`src/rtl/cpu20_pkg.sv`:
```
package cpu20_pkg;

    localparam int WORD_W        = 20;
    localparam int ADDR_W_DEF    = 10;
    localparam int CHAR_W_DEF    = 8;
    localparam int OPC_W         = 4;
    localparam int MUL_LOOP_INIT = 18;

    localparam logic [OPC_W-1:0] OP_ADD    = 4'd1;
    localparam logic [OPC_W-1:0] OP_SUB    = 4'd2;
    localparam logic [OPC_W-1:0] OP_LDLO   = 4'd3;
    localparam logic [OPC_W-1:0] OP_MUL    = 4'd4;
    localparam logic [OPC_W-1:0] OP_STCLR  = 4'd5;
    localparam logic [OPC_W-1:0] OP_STKEEP = 4'd6;
    localparam logic [OPC_W-1:0] OP_SHR    = 4'd7;
    localparam logic [OPC_W-1:0] OP_SHL    = 4'd8;
    localparam logic [OPC_W-1:0] OP_BRNEG  = 4'd9;
    localparam logic [OPC_W-1:0] OP_IN     = 4'd10;
    localparam logic [OPC_W-1:0] OP_OUT    = 4'd11;

    typedef enum logic [3:0] {
        ST_FETCH, ST_ADD_LD, ST_ADD_EX, ST_LDLO, ST_MUL_SET, ST_MUL_LOOP,
        ST_STORE, ST_SH_SET, ST_SH_LOOP, ST_BR, ST_IN, ST_OUT
    } step_e;

    typedef enum logic [2:0] {M_IDLE, M_RD_PC, M_RD_EA, M_WR_ACC, M_WR_IN} mem_e;

    typedef enum logic [3:0] {
        A_HOLD, A_LOAD_D, A_ADD, A_SUB, A_LOAD_LO, A_MUL_SET, A_MUL_STEP,
        A_CLEAR, A_SHR, A_SHL
    } aop_e;

    typedef enum logic [2:0] {C_HOLD, C_FETCH, C_CNT_MUL, C_CNT_EA, C_CNT_DEC, C_BRANCH} cop_e;

    typedef struct packed {
        mem_e mem;
        aop_e aop;
        cop_e cop;
    } uorder_t;

    // Dispatch: the first micro-step of each function code.
    function automatic step_e entry_step(input logic [OPC_W-1:0] op);
        case (op)
            OP_ADD, OP_SUB:       return ST_ADD_LD;
            OP_LDLO:              return ST_LDLO;
            OP_MUL:               return ST_MUL_SET;
            OP_STCLR, OP_STKEEP:  return ST_STORE;
            OP_SHR, OP_SHL:       return ST_SH_SET;
            OP_BRNEG:             return ST_BR;
            OP_IN:                return ST_IN;
            OP_OUT:               return ST_OUT;
            default:              return ST_FETCH;
        endcase
    endfunction

    // Micro-order matrix: step and stored function code select the actions.
    function automatic uorder_t micro_order(input step_e s, input logic [OPC_W-1:0] op);
        uorder_t u;
        u.mem = M_IDLE;
        u.aop = A_HOLD;
        u.cop = C_HOLD;
        case (s)
            ST_FETCH:    begin u.mem = M_RD_PC;  u.cop = C_FETCH; end
            ST_ADD_LD:   begin u.mem = M_RD_EA;  u.aop = A_LOAD_D; end
            ST_ADD_EX:   u.aop = (op == OP_SUB) ? A_SUB : A_ADD;
            ST_LDLO:     begin u.mem = M_RD_EA;  u.aop = A_LOAD_LO; end
            ST_MUL_SET:  begin u.mem = M_RD_EA;  u.aop = A_MUL_SET; u.cop = C_CNT_MUL; end
            ST_MUL_LOOP: begin u.aop = A_MUL_STEP; u.cop = C_CNT_DEC; end
            ST_STORE:    begin u.mem = M_WR_ACC; u.aop = (op == OP_STCLR) ? A_CLEAR : A_HOLD; end
            ST_SH_SET:   u.cop = C_CNT_EA;
            ST_SH_LOOP:  begin u.aop = (op == OP_SHL) ? A_SHL : A_SHR; u.cop = C_CNT_DEC; end
            ST_BR:       u.cop = C_BRANCH;
            ST_IN:       u.mem = M_WR_IN;
            ST_OUT:      u.mem = M_RD_EA;
            default:     u.mem = M_IDLE;
        endcase
        return u;
    endfunction

endpackage

```
`src/rtl/cpu20_seq.sv`:
```
module cpu20_seq
    import cpu20_pkg::*;
(
    input  logic             clk,
    input  logic             rst,
    input  logic [OPC_W-1:0] fetch_op,
    input  logic             cnt_zero,
    output step_e            step
);

    step_e step_nxt;

    always_comb begin
        case (step)
            ST_FETCH:                 step_nxt = entry_step(fetch_op);
            ST_ADD_LD:                step_nxt = ST_ADD_EX;
            ST_MUL_SET:               step_nxt = ST_MUL_LOOP;
            ST_SH_SET:                step_nxt = ST_SH_LOOP;
            ST_MUL_LOOP, ST_SH_LOOP:  step_nxt = cnt_zero ? ST_FETCH : step;
            default:                  step_nxt = ST_FETCH;
        endcase
    end

    always_ff @(posedge clk) begin
        if (rst) step <= ST_FETCH;
        else     step <= step_nxt;
    end

endmodule

```
`src/rtl/cpu20_ctl.sv`:
```
module cpu20_ctl
    import cpu20_pkg::*;
#(
    parameter int ADDR_W = ADDR_W_DEF,
    parameter int CNT_W  = 10
) (
    input  logic              clk,
    input  logic              rst,
    input  cop_e              cop,
    input  logic [OPC_W-1:0]  fetch_op,
    input  logic [ADDR_W-1:0] fetch_addr,
    input  logic              acc_neg,
    output logic [OPC_W-1:0]  ir_op,
    output logic [ADDR_W-1:0] pc,
    output logic [ADDR_W-1:0] ea,
    output logic              cnt_zero
);

    logic [CNT_W-1:0] cnt;
    logic [CNT_W-1:0] cadd;

    // Control adder: one side is always the counter; the other side is a constant or n.
    always_comb begin
        case (cop)
            C_CNT_MUL: cadd = CNT_W'(MUL_LOOP_INIT);
            C_CNT_EA:  cadd = CNT_W'(ea);
            C_CNT_DEC: cadd = cnt - CNT_W'(1);
            default:   cadd = cnt;
        endcase
    end

    assign cnt_zero = (cnt == '0);

    always_ff @(posedge clk) begin
        if (rst) begin
            ir_op <= '0;
            pc    <= '0;
            ea    <= '0;
            cnt   <= '0;
        end else begin
            cnt <= cadd;
            case (cop)
                C_FETCH: begin
                    ir_op <= fetch_op;
                    ea    <= fetch_addr;
                    pc    <= pc + ADDR_W'(1);
                end
                C_BRANCH: if (acc_neg) pc <= ea;
                default: ;
            endcase
        end
    end

endmodule

```
`src/rtl/cpu20_arith.sv`:
```
module cpu20_arith
    import cpu20_pkg::*;
#(
    parameter int W = WORD_W
) (
    input  logic         clk,
    input  logic         rst,
    input  aop_e         aop,
    input  logic [W-1:0] mem_rdata,
    output logic [W-1:0] acc_hi,
    output logic [W-1:0] acc_lo
);

    localparam int AW = 2 * W;

    logic [AW-1:0] acc;
    logic [AW-1:0] dreg;
    logic [W-1:0]  mreg;
    logic [AW-1:0] addsub;

    // The shift register is wired permanently to one side of the adder-subtractor.
    assign addsub = (aop == A_SUB) ? (acc - dreg) : (acc + dreg);
    assign acc_hi = acc[AW-1:W];
    assign acc_lo = acc[W-1:0];

    always_ff @(posedge clk) begin
        if (rst) begin
            acc  <= '0;
            dreg <= '0;
            mreg <= '0;
        end else begin
            case (aop)
                A_LOAD_D:   dreg <= {mem_rdata, W'(0)};
                A_ADD,
                A_SUB:      acc <= addsub;
                A_LOAD_LO:  acc[W-1:0] <= mem_rdata;
                A_MUL_SET: begin
                    mreg <= mem_rdata;
                    dreg <= {{W{acc[W-1]}}, acc[W-1:0]};
                    acc  <= '0;
                end
                A_MUL_STEP: begin
                    if (mreg[0]) acc <= addsub;
                    dreg <= {dreg[AW-2:0], 1'b0};
                    mreg <= {1'b0, mreg[W-1:1]};
                end
                A_CLEAR:    acc <= '0;
                A_SHR:      acc <= {acc[AW-1], acc[AW-1:1]};
                A_SHL:      acc <= {acc[AW-2:0], 1'b0};
                default: ;
            endcase
        end
    end

endmodule

```
`src/rtl/cpu20_core.sv`:
```
module cpu20_core
    import cpu20_pkg::*;
#(
    parameter int W      = WORD_W,
    parameter int ADDR_W = ADDR_W_DEF,
    parameter int CHAR_W = CHAR_W_DEF
) (
    input  logic              clk,
    input  logic              rst,
    output logic [ADDR_W-1:0] mem_addr,
    output logic              mem_rd,
    output logic              mem_wr,
    output logic [W-1:0]      mem_wdata,
    input  logic [W-1:0]      mem_rdata,
    output logic              in_req,
    input  logic [CHAR_W-1:0] in_data,
    output logic              out_valid,
    output logic [W-1:0]      out_data
);

    localparam int CNT_W = (ADDR_W > 5) ? ADDR_W : 5;

    step_e             step;
    uorder_t           uo;
    logic [OPC_W-1:0]  ir_op;
    logic [OPC_W-1:0]  fetch_op;
    logic [ADDR_W-1:0] fetch_addr;
    logic [ADDR_W-1:0] pc;
    logic [ADDR_W-1:0] ea;
    logic              cnt_zero;
    logic [W-1:0]      acc_hi;
    logic [W-1:0]      acc_lo;

    assign fetch_op   = mem_rdata[W-1 -: OPC_W];
    assign fetch_addr = mem_rdata[ADDR_W-1:0];
    assign uo         = micro_order(step, ir_op);

    cpu20_seq u_seq (
        .clk      (clk),
        .rst      (rst),
        .fetch_op (fetch_op),
        .cnt_zero (cnt_zero),
        .step     (step)
    );

    cpu20_ctl #(.ADDR_W(ADDR_W), .CNT_W(CNT_W)) u_ctl (
        .clk        (clk),
        .rst        (rst),
        .cop        (uo.cop),
        .fetch_op   (fetch_op),
        .fetch_addr (fetch_addr),
        .acc_neg    (acc_hi[W-1]),
        .ir_op      (ir_op),
        .pc         (pc),
        .ea         (ea),
        .cnt_zero   (cnt_zero)
    );

    cpu20_arith #(.W(W)) u_arith (
        .clk       (clk),
        .rst       (rst),
        .aop       (uo.aop),
        .mem_rdata (mem_rdata),
        .acc_hi    (acc_hi),
        .acc_lo    (acc_lo)
    );

    assign mem_addr  = (uo.mem == M_RD_PC) ? pc : ea;
    assign mem_rd    = (uo.mem == M_RD_PC) || (uo.mem == M_RD_EA);
    assign mem_wr    = (uo.mem == M_WR_ACC) || (uo.mem == M_WR_IN);
    assign in_req    = (uo.mem == M_WR_IN);
    assign mem_wdata = in_req ? W'(in_data) : acc_hi;

    always_ff @(posedge clk) begin
        if (rst) begin
            out_valid <= 1'b0;
            out_data  <= '0;
        end else begin
            out_valid <= (step == ST_OUT);
            if (step == ST_OUT) out_data <= mem_rdata;
        end
    end

endmodule

```
`config.mk`:
```
export PLATFORM = sky130hd
export DESIGN_NAME = cpu20_core
export DESIGN_NICKNAME = d
export VERILOG_FILES = /design/src/rtl/cpu20_pkg.sv /design/src/rtl/cpu20_seq.sv /design/src/rtl/cpu20_ctl.sv /design/src/rtl/cpu20_arith.sv /design/src/rtl/cpu20_core.sv
export SDC_FILE = /design/constraint.sdc
export NUM_CORES = 1
export LEC_CHECK = 0
export ABC_AREA = 1
export BUFFER_PORTS_ARGS = -buffer_cell sky130_fd_sc_hd__buf_2
export CAP_MARGIN = 20
export CORE_ASPECT_RATIO = 2
export CORE_MARGIN = 2
export CORE_UTILIZATION = 45
export CTS_BUF_LIST = sky130_fd_sc_hd__clkbuf_16
export CTS_CLUSTER_DIAMETER = 80
export DETAILED_ROUTE_END_ITERATION = 16
export PLACE_DENSITY_LB_ADDON = 0.08
export RECOVER_POWER = 25
export SLEW_MARGIN = 20
export SYNTH_ARGS = -nofsm -noshare
export SYNTH_HDL_FRONTEND = slang
export SYNTH_SLANG_ARGS = --single-unit
export TNS_END_PERCENT = 50
```
`constraint.sdc`:
```
create_clock -name clk -period 3.3 [get_ports clk]
set_input_delay 0 -clock clk [delete_from_list [all_inputs] [get_ports clk]]
set_output_delay 0 -clock clk [all_outputs]
set_load 0.1 [all_outputs]
```
==> results of run 1 <==
-- tightest hold or removal path: cells and delay by family --
family	cells	cell delay (ps)
buffers and inverters	2	250
AO/OA/AOI/OAI	1	170
-- per-stage QoR --
stage	setup TNS (ps)	instance area, sq um	cells	utilization (%)
after floorplan	0	11900	1988	-
after global placement	-5740	14200	2564	54.2
after detailed placement	-6430	14200	2564	54.2
after CTS	-85.7	15400	2626	58.7
after global routing	-1330	16800	2644	64.0
final	-13.5	16800	2644	64.0
-- worst max-delay path by stage --
stage | cells past startpoint | slack [ps] | to
2_1_floorplan | 6 | 80 | mem_addr[0]
3_3_place_gp | 22 | -660 | u_arith.acc[35]$_SDFFE_PP0P_
3_5_place_dp | 23 | -670 | u_arith.acc[35]$_SDFFE_PP0P_
4_1_cts | 21 | -50 | u_arith.acc[35]$_SDFFE_PP0P_
5_1_grt | 21 | -120 | u_arith.acc[35]$_SDFFE_PP0P_
6_report | 21 | -10 | u_arith.acc[35]$_SDFFE_PP0P_
-- flip-flops by register name, summed over array words and instances (netlist names) --
register      flops
u_arith.dreg     40
u_ctl.cnt        10
out_data         20
u_ctl.ir_op       4
u_arith.acc      40
u_ctl.pc         10
u_seq.step        4
out_valid         1
u_arith.mreg     20
u_ctl.ea         10
-- cell families (layout without fill, tap and decap cells) --
kind of cell / Yosys count / after routing / synth area share, %
compound gates: 430 / 430 / 20.4
xor+xnor: 51 / 51 / 3.76
fa+ha+maj: 43 / 43 / 4.59
buf+inv: 361 / 673 / 11.7
flops: 159 / 159 / 26.8
mux: 3 / 3 / 0.284
simple gates: 941 / 941 / 32.4
-- layer usage --
metal / global-route usage, % / wire, microns
met3: 3.72 / 1920
met4: 26.6 / 4350
met2: 66.5 / 27000
met5: 0 / 0
met1: 33.8 / 17300
-- what timing repair did --
action,in CTS,in global routing
resized for setup,95,321
gates cloned,0,1
hold endpoints to repair,39,0
pin swaps,22,129
buffers inserted,11,20
hold buffers,19,0
endpoints found under the setup margin,30,36
-- placed cells by master (no fill, tap or decap), types with 13 or more instances in the layout --
master | Yosys | routed
o21bai_1 | 27 | 23
nor3_1 | 21 | 15
nand2_1 | 517 | 439
nor2_1 | 256 | 179
nor2_2 | 4 | 50
o21ai_1 | 23 | 30
ha_1 | 42 | 16
a21oi_1 | 129 | 95
dfxtp_1 | 159 | 150
nand3_2 | 1 | 21
ha_2 | 0 | 13
clkbuf_16 | 0 | 18
a31oi_1 | 45 | 45
nand4_1 | 17 | 17
ha_4 | 0 | 13
o21ai_2 | 2 | 13
buf_4 | 3 | 237
nor2_4 | 2 | 33
dlygate4sd3_1 | 0 | 19
nand2_2 | 3 | 70
nand3_1 | 101 | 76
a21oi_2 | 1 | 24
inv_1 | 272 | 263
buf_2 | 15 | 80
o22ai_1 | 35 | 35
o21ai_0 | 141 | 120
xor2_1 | 48 | 36
inv_2 | 13 | 23
-- layout make-up --
cell class | count | area share (%)
clock inverters | 15 | 1.14
multi-input cells | 1468 | 52.4
repair buffers | 354 | 15.8
inverters | 287 | 6.48
flip-flops and latches | 159 | 19.1
clock buffers | 17 | 2.54
well taps | 344 | 2.57
==> impl_metrics.csv, run 1 <==
group,metric,value,unit
outcome,outcome,"finished, violations left",
outcome,failed_checks,"negative setup slack",
worst_setup_path,cpPeakStageDelay,330,ps
global_route,grt_pass1_vias,13777,
floorplan,die_y,234,microns
final_layout,fill_cells,2412,
worst_setup_path,cp.buffers_inverters,3,
worst_setup_path,rrSetupSlack,-10,ps
worst_setup_path,setup.worst_path.class,"register to register",
synthesis,synth.yosys.seq_area_share,26.8,%
final_layout,layout.nets,2360,
timing,fin_crit_sh,100,%
worst_setup_path,worstPathCellList,"inv_4 -> ha_4 -> nand3_4 -> nor2_4 -> nand2_2 -> nor2_4 -> nand4_1 -> o21ai_2 -> nand2_2 -> xor2_4 -> ha_4 -> nand2_4 -> buf_6 -> nor2_4 -> nand2_2 -> nor2_4 -> nand4_1 -> buf_6 -> nand4_1 -> nand3_1 -> a21oi_1",
synthesis,yosysTopAreaCell,"dfxtp_1",
floorplan,num_rows,84,
synthesis,synth_seq_cells,159,
routing,num_vias,14553,
worst_setup_path,critPathTopFamily,"simple AND/OR/NAND/NOR gates",
final_layout,diodes,0,
synthesis,synth_cell_types,50,
timing,holdWs,12.1,ps
hold_path,hold_class,"input port to register",
routing,drc,0,
floorplan,die_area,0.0278,sq mm
hold_path,worstHoldStart,"mem_rdata[15]",
cts,cts_buffers,17,
cts,cts_tree,"built",
final_layout,multi_input_area,0.00878,sq mm
cts,htree_levels,4,
worst_setup_path,crit_path_start_kind,"register",
cts,insertion_delay,460,ps
synthesis,yosysMostFrequentCell,"nand2_1",
final_layout,syn2layout_area_growth,41.0,%
timing,worstMarginPinSlew,837,ps
timing,finClkSkew,23.0,ps
timing,final-setup-viol-count,1,
routing,initialDrtViolationCount,979,
cts,cts_root_buf,"clkbuf_16",
timing,fin_crit,3310,ps
floorplan,start_util,45.4,%
worst_setup_path,cp.required,3700,ps
synthesis,synth_nets,2061,
timing,rsz0062_at_grt,"true",
placed_design,port_buffers,83,
job,maxCapViolCount,0,
global_route,antenna_found_initial,0,
synthesis,synth.avg_cell_area,5.98,sq um
timing,max_freq,302,MHz
final_layout,seq_area,0.00320,sq mm
global_route,grt_pass1_wl,74200,microns
synthesis,yosys-top-cells-count,"nand2_1 (517), inv_1 (272), nor2_1 (256)",
worst_setup_path,r2r-start,"u_arith.dreg[1]$_SDFFE_PP0P_",
worst_setup_path,worst_path_most_repeated_cell,"nor2_4",
timing,finalHoldViolCount,0,
floorplan,dieWidth,119,microns
worst_setup_path,critPathSlowestCell,"dfxtp_2",
placed_design,place.gp.congestion,1.01,
synthesis,synth.area.top_cells,"dfxtp_1 (27%), nand2_1 (16%), inv_1 (8.6%)",
synthesis,synthArstFlopShare,0,%
worst_setup_path,worstReg2RegEnd,"u_arith.acc[35]$_SDFFE_PP0P_",
floorplan,core-area,0.0262,sq mm
synthesis,netlist_area,0.0119,sq mm
timing,drv_slew,0,
timing,slew_headroom,44.1,%
worst_setup_path,r2r.worst_path.cells,21,
synthesis,netlist.area_leader.share,26.8,%
routing,drtPass1Iterations,6,
synthesis,syn_inst,1988,
worst_setup_path,cp_max_fo,4,
routing,post_drt_wl_per_cell,19.1,microns
cts,clk_path_buf_depth,2,
cts,clk_pin_slew,70,ps
cts,cts_sinks,159,
hold_path,whs_endpoint,"out_data[15]$_SDFFE_PP0P_",
worst_setup_path,endpoint_kind,"register",
routing,drt-total-wl,50600,microns
synthesis,synth_edf_count,0,
placed_design,hpwl,38500,microns
global_route,grtUsageTotal,34.9,%
final_layout,drive_gt1_share,30.9,%
hold_path,holdPathStages,3,
routing,postRouteAntennaNets,0,
floorplan,ios,84,
synthesis,ys.flop_type,"dfxtp_1",
worst_setup_path,worstPathArrival,3710,ps
worst_setup_path,cp-startpoint,"u_arith.dreg[1]$_SDFFE_PP0P_",
placed_design,pre_cts_slack,-670,ps
global_route,overflow,0,
synthesis,yosys_warnings,0,
routing,routed_via_density,5.50,
global_route,grt_max_degree,65,
timing,setup_ws,-13.5,ps
Power of run 1 is left out: the tool's default activity adds up to more than one toggle a clock period on the data nets, which glitch-free logic cannot reach.
==> inputs of run 2 (changes only) <==
==> constraint.sdc (replaced) <==
create_clock -name clk -period 3.3 [get_ports clk]
set_input_delay 0.33 -clock clk [delete_from_list [all_inputs] [get_ports clk]]
set_output_delay 0.33 -clock clk [all_outputs]
set_load 0.1 [all_outputs]
==> run 2 against run 1 <==
The flow still finishes with violations (negative setup slack). Clock skew fell by 12 ps. Sequential share of layout area fell by 0.12 points. Via count shrank 0.91%. Critical path depth is the same. Final area up 0.97%. Sequential cell count unchanged. Cell count down 0.91%. Routed wire length down 1.3%. Largest cell class unchanged. Highest routed layer unchanged.
==> impl_metrics.csv, run 2 (same netlist as run 1, synthesis figures left out) <==
group,metric,value,unit
routing,post_drt_wl_per_cell,19.1,microns
cts,cts_root_buf,"clkbuf_16",
final_layout,reg.largest.list,"u_arith.acc (40), u_arith.dreg (40)",
final_layout,drive_gt1_share,33.1,%
cts,htree_levels,4,
floorplan,dieWidth,119,microns
routing,postRouteAntennaNets,0,
final_layout,diodes,0,
routing,initialDrtViolationCount,1045,
routing,drc,0,
cts,cts_tree,"built",
global_route,met1_usage,33.2,%
timing,final-setup-viol-count,1,
global_route,grtUsageTotal,34.0,%
hold_path,hold_class,"input port to register",
global_route,grt_pass1_vias,13537,
worst_setup_path,setup.worst_path.class,"register to register",
timing,fin_crit_sh,100,%
cts,cts_buffers,17,
cts,clk_pin_slew,70,ps
worst_setup_path,endpoint_kind,"register",
final_layout,final_cell_mix,"nand2_1 (419), inv_1 (253), buf_4 (227)",
floorplan,die_y,234,microns
timing,slew_headroom,45.6,%
final_layout,mostFrequentLayoutCell,"nand2_1",
global_route,grt_pass1_wl,72300,microns
job,maxCapViolCount,0,
cts,insertion_delay,460,ps
floorplan,start_util,45.4,%
placed_design,pre_cts_slack,-628,ps
global_route,overflow,0,
timing,rsz0062_at_grt,"true",
routing,drt-total-wl,49900,microns
floorplan,ios,84,
global_route,use_met2,64.0,%
floorplan,core-area,0.0262,sq mm
worst_setup_path,worstPathArrival,3700,ps
floorplan,num_rows,84,
routing,num_vias,14421,
timing,holdWs,143,ps
routing,drtPass1Iterations,5,
global_route,busiest_layer,"met2",
timing,drv_slew,0,
global_route,use_met3,3.33,%
timing,fin_crit,3310,ps
worst_setup_path,crit_path_start_kind,"register",
cts,clk_path_buf_depth,2,
timing,setup_ws,-6.66,ps
outcome,outcome,"finished, violations left",
final_layout,syn2layout_area_growth,42.4,%
timing,max_freq,302,MHz
worst_setup_path,cp_max_fo,5,
global_route,antenna_found_initial,0,
final_layout,layout.nets,2336,
routing,routed_via_density,5.50,
timing,finalHoldViolCount,0,
floorplan,die_area,0.0278,sq mm
global_route,grt_max_degree,66,
hold_path,holdPathStages,3,
placed_design,place.gp.congestion,1.04,
timing,finClkSkew,11.5,ps
timing,worstMarginPinSlew,816,ps
placed_design,port_buffers,83,
placed_design,hpwl,37800,microns
outcome,failed_checks,"negative setup slack",
cts,cts_sinks,159,
worst_setup_path,r2r.worst_path.cells,21,
worst_setup_path,cp.required,3690,ps
[run 2: cell count changes in the layout (fill, tap and decap cells not counted), sizes merged]
cell | before | now
clkinvlp | 2 | 4
clkbuf | 18 | 19
bufinv | 4 | 1
buf | 334 | 328
clkinv | 4 | 5
dlygate4sd3 | 19 | 0
[run 2: area by class of cell]
type                    instances  area (sq um)
repair buffers                330          2540
inverters                     287          1090
clock buffers                  17           425
clock inverters                15           139
fillers                      2390          9260
multi-input cells            1468          9080
well taps                     344           430
flip-flops and latches        159          3210
[run 2: what timing repair did]
action | in CTS | in global routing
hold buffers | 0 | 0
setup buffers | 10 | 23
gates cloned | 0 | 2
pin swaps | 33 | 150
gates resized for setup | 113 | 390
setup endpoints to repair | 31 | 35
[run 2: worst max-delay path, stage by stage, from the launching register on]
cell	delay, ps
dfxtp_2	340
inv_4	80
nand2_4	60
nor2_4	120
nand2_2	80
nor2_4	160
buf_4	150
buf_4	90
nand2_1	70
buf_4	160
nand2_1	80
xor2_1	230
ha_1	360
a21oi_2	240
nor2_1	90
nor2_2	150
nand2_1	100
a21oi_1	170
nand3_1	100
nand2_1	90
nand3_2	140
a21oi_2	180
[run 2: worst paths after layout]
| check | from | endpoint | slack (ps) |
|---|---|---|---|
| min | mem_rdata[7] | u_ctl.ea[7]$_SDFFE_PP0P_ | 140 |
| max reg2reg | u_arith.dreg[1]$_SDFFE_PP0P_ | u_arith.acc[34]$_SDFFE_PP0P_ | -7 |
| max | u_arith.dreg[1]$_SDFFE_PP0P_ | u_arith.acc[34]$_SDFFE_PP0P_ | -7 |
| min reg2reg | u_ctl.pc[9]$_SDFFE_PP0P_ | u_ctl.pc[9]$_SDFFE_PP0P_ | 470 |
[run 2: through the flow]
| step | instance area, sq um | setup TNS (ps) | utilization, % | std cells |
|---|---|---|---|---|
| 4_1_cts | 15200 | -45.1 | 58.3 | 2598 |
| 3_5_place_dp | 14200 | -8120 | 54.3 | 2556 |
| 2_1_floorplan | 11900 | -2390 | - | 1988 |
| 3_3_place_gp | 14200 | -7030 | 54.3 | 2556 |
| 5_1_grt | 16900 | -2060 | 64.6 | 2620 |
| 6_report | 16900 | -6.66 | 64.6 | 2620 |
[run 2: metal layers]
layer / routed length [microns] / part of all wire, %
met4: 5160 / 10
met3: 2090 / 4.2
met5: 0 / 0
met1: 16800 / 34
met2: 25900 / 52
Power of run 2 is left out for the same reason.
==> inputs of run 3 (changes only) <==
==> constraint.sdc (replaced) <==
create_clock -name clk -period 3.3 [get_ports clk]
set_input_delay 0.33 -clock clk [delete_from_list [all_inputs] [get_ports clk]]
set_output_delay 0.33 -clock clk [all_outputs]
set_load 0.05 [all_outputs]
==> run 3 against run 2 <==
The run ends with max-capacitance violations, max-slew violations, negative setup slack left. Clock-buffer cell count stayed put. Setup slack worse by 51 ps. Sequential share of layout area is 0.86 points higher. Routed wire length is 1.0% lower. Critical path type unchanged. Critical endpoint is now u_arith.acc[28]$_SDFFE_PP0P_.
==> impl_metrics.csv, run 3 (same netlist as run 1, synthesis figures left out) <==
group,metric,value,unit
outcome,outcome,"finished, violations left",
outcome,failed_checks,"max-capacitance violations, max-slew violations, negative setup slack",
worst_setup_path,critPathSlowestCell,"ha_1",
worst_setup_path,r2r.worst_path.cells,22,
timing,slew_headroom,-7.35,%
timing,max_freq,298,MHz
worst_setup_path,worstPathCellList,"inv_4 -> nand2_2 -> nor2_4 -> nand2_2 -> nor2_4 -> inv_2 -> nor3_4 -> nand2_2 -> nor2_4 -> nor2_2 -> xor2_1 -> ha_1 -> nand2_1 -> nor2_2 -> nand2_1 -> nor2_1 -> nand2_1 -> nand3_1 -> nand2_1 -> nor2_2 -> nor2_1 -> nor2_1",
worst_setup_path,cp-startpoint,"u_arith.dreg[1]$_SDFFE_PP0P_",
routing,drtPass1Iterations,6,
routing,drt-total-wl,49400,microns
routing,postRouteAntennaNets,0,
final_layout,drive_gt1_share,28.4,%
floorplan,start_util,45.4,%
global_route,grt_max_degree,66,
job,maxCapViolCount,1,
worst_setup_path,cp_max_fo,4,
global_route,grt_pass1_vias,13546,
timing,fin_setup_tns,-170,ps
placed_design,port_buffers,83,
floorplan,die_y,234,microns
final_layout,reg.largest.list,"u_arith.acc (40), u_arith.dreg (40)",
floorplan,dieWidth,119,microns
global_route,antenna_found_initial,0,
final_layout,layout.nets,2339,
global_route,grt_pass1_wl,72200,microns
cts,cts_root_buf,"clkbuf_16",
worst_setup_path,worstReg2RegEnd,"u_arith.acc[28]$_SDFFE_PP0P_",
cts,clk_pin_slew,70,ps
final_layout,diodes,0,
worst_setup_path,cp.required,3700,ps
cts,cts_tree,"built",
worst_setup_path,rrSetupSlack,-60,ps
timing,fin_crit,3360,ps
worst_setup_path,setup.worst_path.class,"register to register",
timing,final-setup-viol-count,5,
floorplan,num_rows,84,
worst_setup_path,crit_end,"u_arith.acc[28]$_SDFFE_PP0P_",
cts,cts_buffers,17,
cts,insertion_delay,460,ps
floorplan,core-area,0.0262,sq mm
worst_setup_path,r2r-start,"u_arith.dreg[1]$_SDFFE_PP0P_",
worst_setup_path,endpoint_kind,"register",
worst_setup_path,cp_num_cells,22,
cts,cts_hold_buf,0,
timing,worstMarginPinSlew,1610,ps
cts,clk_path_buf_depth,2,
timing,fin_crit_sh,102,%
cts,htree_levels,4,
timing,finalHoldViolCount,0,
worst_setup_path,worstPathArrival,3760,ps
routing,post_drt_wl_per_cell,18.8,microns
hold_path,hold_class,"input port to register",
floorplan,die_area,0.0278,sq mm
placed_design,pre_cts_slack,-458,ps
timing,drv_slew,41,
placed_design,hpwl,38000,microns
routing,drc,0,
worst_setup_path,critPathTopFamily,"simple AND/OR/NAND/NOR gates",
routing,num_vias,14277,
final_layout,mostFrequentLayoutCell,"nand2_1",
global_route,overflow,0,
floorplan,ios,84,
timing,setup_ws,-57.3,ps
placed_design,place.gp.congestion,0.988,
cts,cts_sinks,159,
worst_setup_path,cpPeakStageDelay,390,ps
timing,rsz0062_at_grt,"true",
routing,routed_via_density,5.45,
worst_setup_path,worst_path_most_repeated_cell,"nand2_1",
final_layout,syn2layout_area_growth,36.0,%
routing,initialDrtViolationCount,971,
global_route,grtUsageTotal,34.1,%
worst_setup_path,cp.buffers_inverters,2,
final_layout,final_cell_mix,"nand2_1 (452), inv_1 (257), buf_4 (229)",
timing,finClkSkew,17.1,ps
worst_setup_path,crit_path_start_kind,"register",
-- run 3: cell types whose count changed in the layout (fill, tap and decap cells not counted), moves of 6 or more --
cell	change
ha_1	+6
nand2_1	+33
xor2_1	+6
nand2_2	-14
o21ai_0	+6
nor2_1	+10
clkbuf_1	+27
ha_4	-6
nand2_4	-19
nor2_4	-10
buf_2	-12
buf_12	-10
-- run 3: worst min path at each step --
| stage | start | cells after the start | to |
|---|---|---|---|
| 6_report | mem_rdata[7] | 3 | u_ctl.ea[7]$_SDFFE_PP0P_ |
| 3_5_place_dp | u_ctl.pc[9]$_SDFFE_PP0P_ | 2 | u_ctl.pc[9]$_SDFFE_PP0P_ |
| 3_3_place_gp | u_ctl.pc[9]$_SDFFE_PP0P_ | 2 | u_ctl.pc[9]$_SDFFE_PP0P_ |
| 2_1_floorplan | u_ctl.pc[9]$_SDFFE_PP0P_ | 2 | u_ctl.pc[9]$_SDFFE_PP0P_ |
| 4_1_cts | mem_rdata[7] | 3 | u_ctl.ea[7]$_SDFFE_PP0P_ |
| 5_1_grt | mem_rdata[8] | 3 | u_ctl.ea[8]$_SDFFE_PP0P_ |
-- run 3: per-layer routing --
| layer | part of all wire [%] | track usage, % | up-vias |
|---|---|---|---|
| met3 | 4.0 | 4.40 | 206 |
| met5 | 0 | 0 | - |
| met4 | 9.9 | 29.9 | 0 |
| met2 | 52 | 63.9 | 489 |
| li1 | - | - | 6983 |
| met1 | 34 | 32.2 | 6599 |
-- run 3: timing repair --
action | in CTS | in global routing
gates resized for setup | 92 | 276
hold endpoints to repair | 0 | 0
endpoints found under the setup margin | 29 | 35
gates cloned | 0 | 1
pin swaps | 22 | 123
setup buffers | 8 | 21
-- run 3: per-stage QoR --
stage	util (%)	hold slack, ps	cells	area [sq um]
floorplan	-	445	1988	11900
global placement	54.0	456	2564	14100
detailed placement	54.0	457	2564	14100
CTS	57.7	123	2603	15100
global route	61.7	142	2622	16200
finish	61.7	135	2622	16200
-- run 3: area by class of cell --
cell class,instances,area (sq um)
inverter,287,1090
fill,2521,10000
clock inverter,14,164
tap,344,430
sequential,159,3200
clock buffer,17,425
timing repair buffer,333,2340
multi-input combinational,1468,8510
-- run 3: worst reg2reg max path: cells and delay by family, from the launching register on --
| family | cells | cell delay (ps) |
|---|---|---|
| fa+ha+maj | 1 | 390 |
| buf+inv | 2 | 160 |
| simple gates | 18 | 2260 |
| flops | 1 | 340 |
| xor+xnor | 1 | 150 |
Power of run 3 is left out for the same reason.
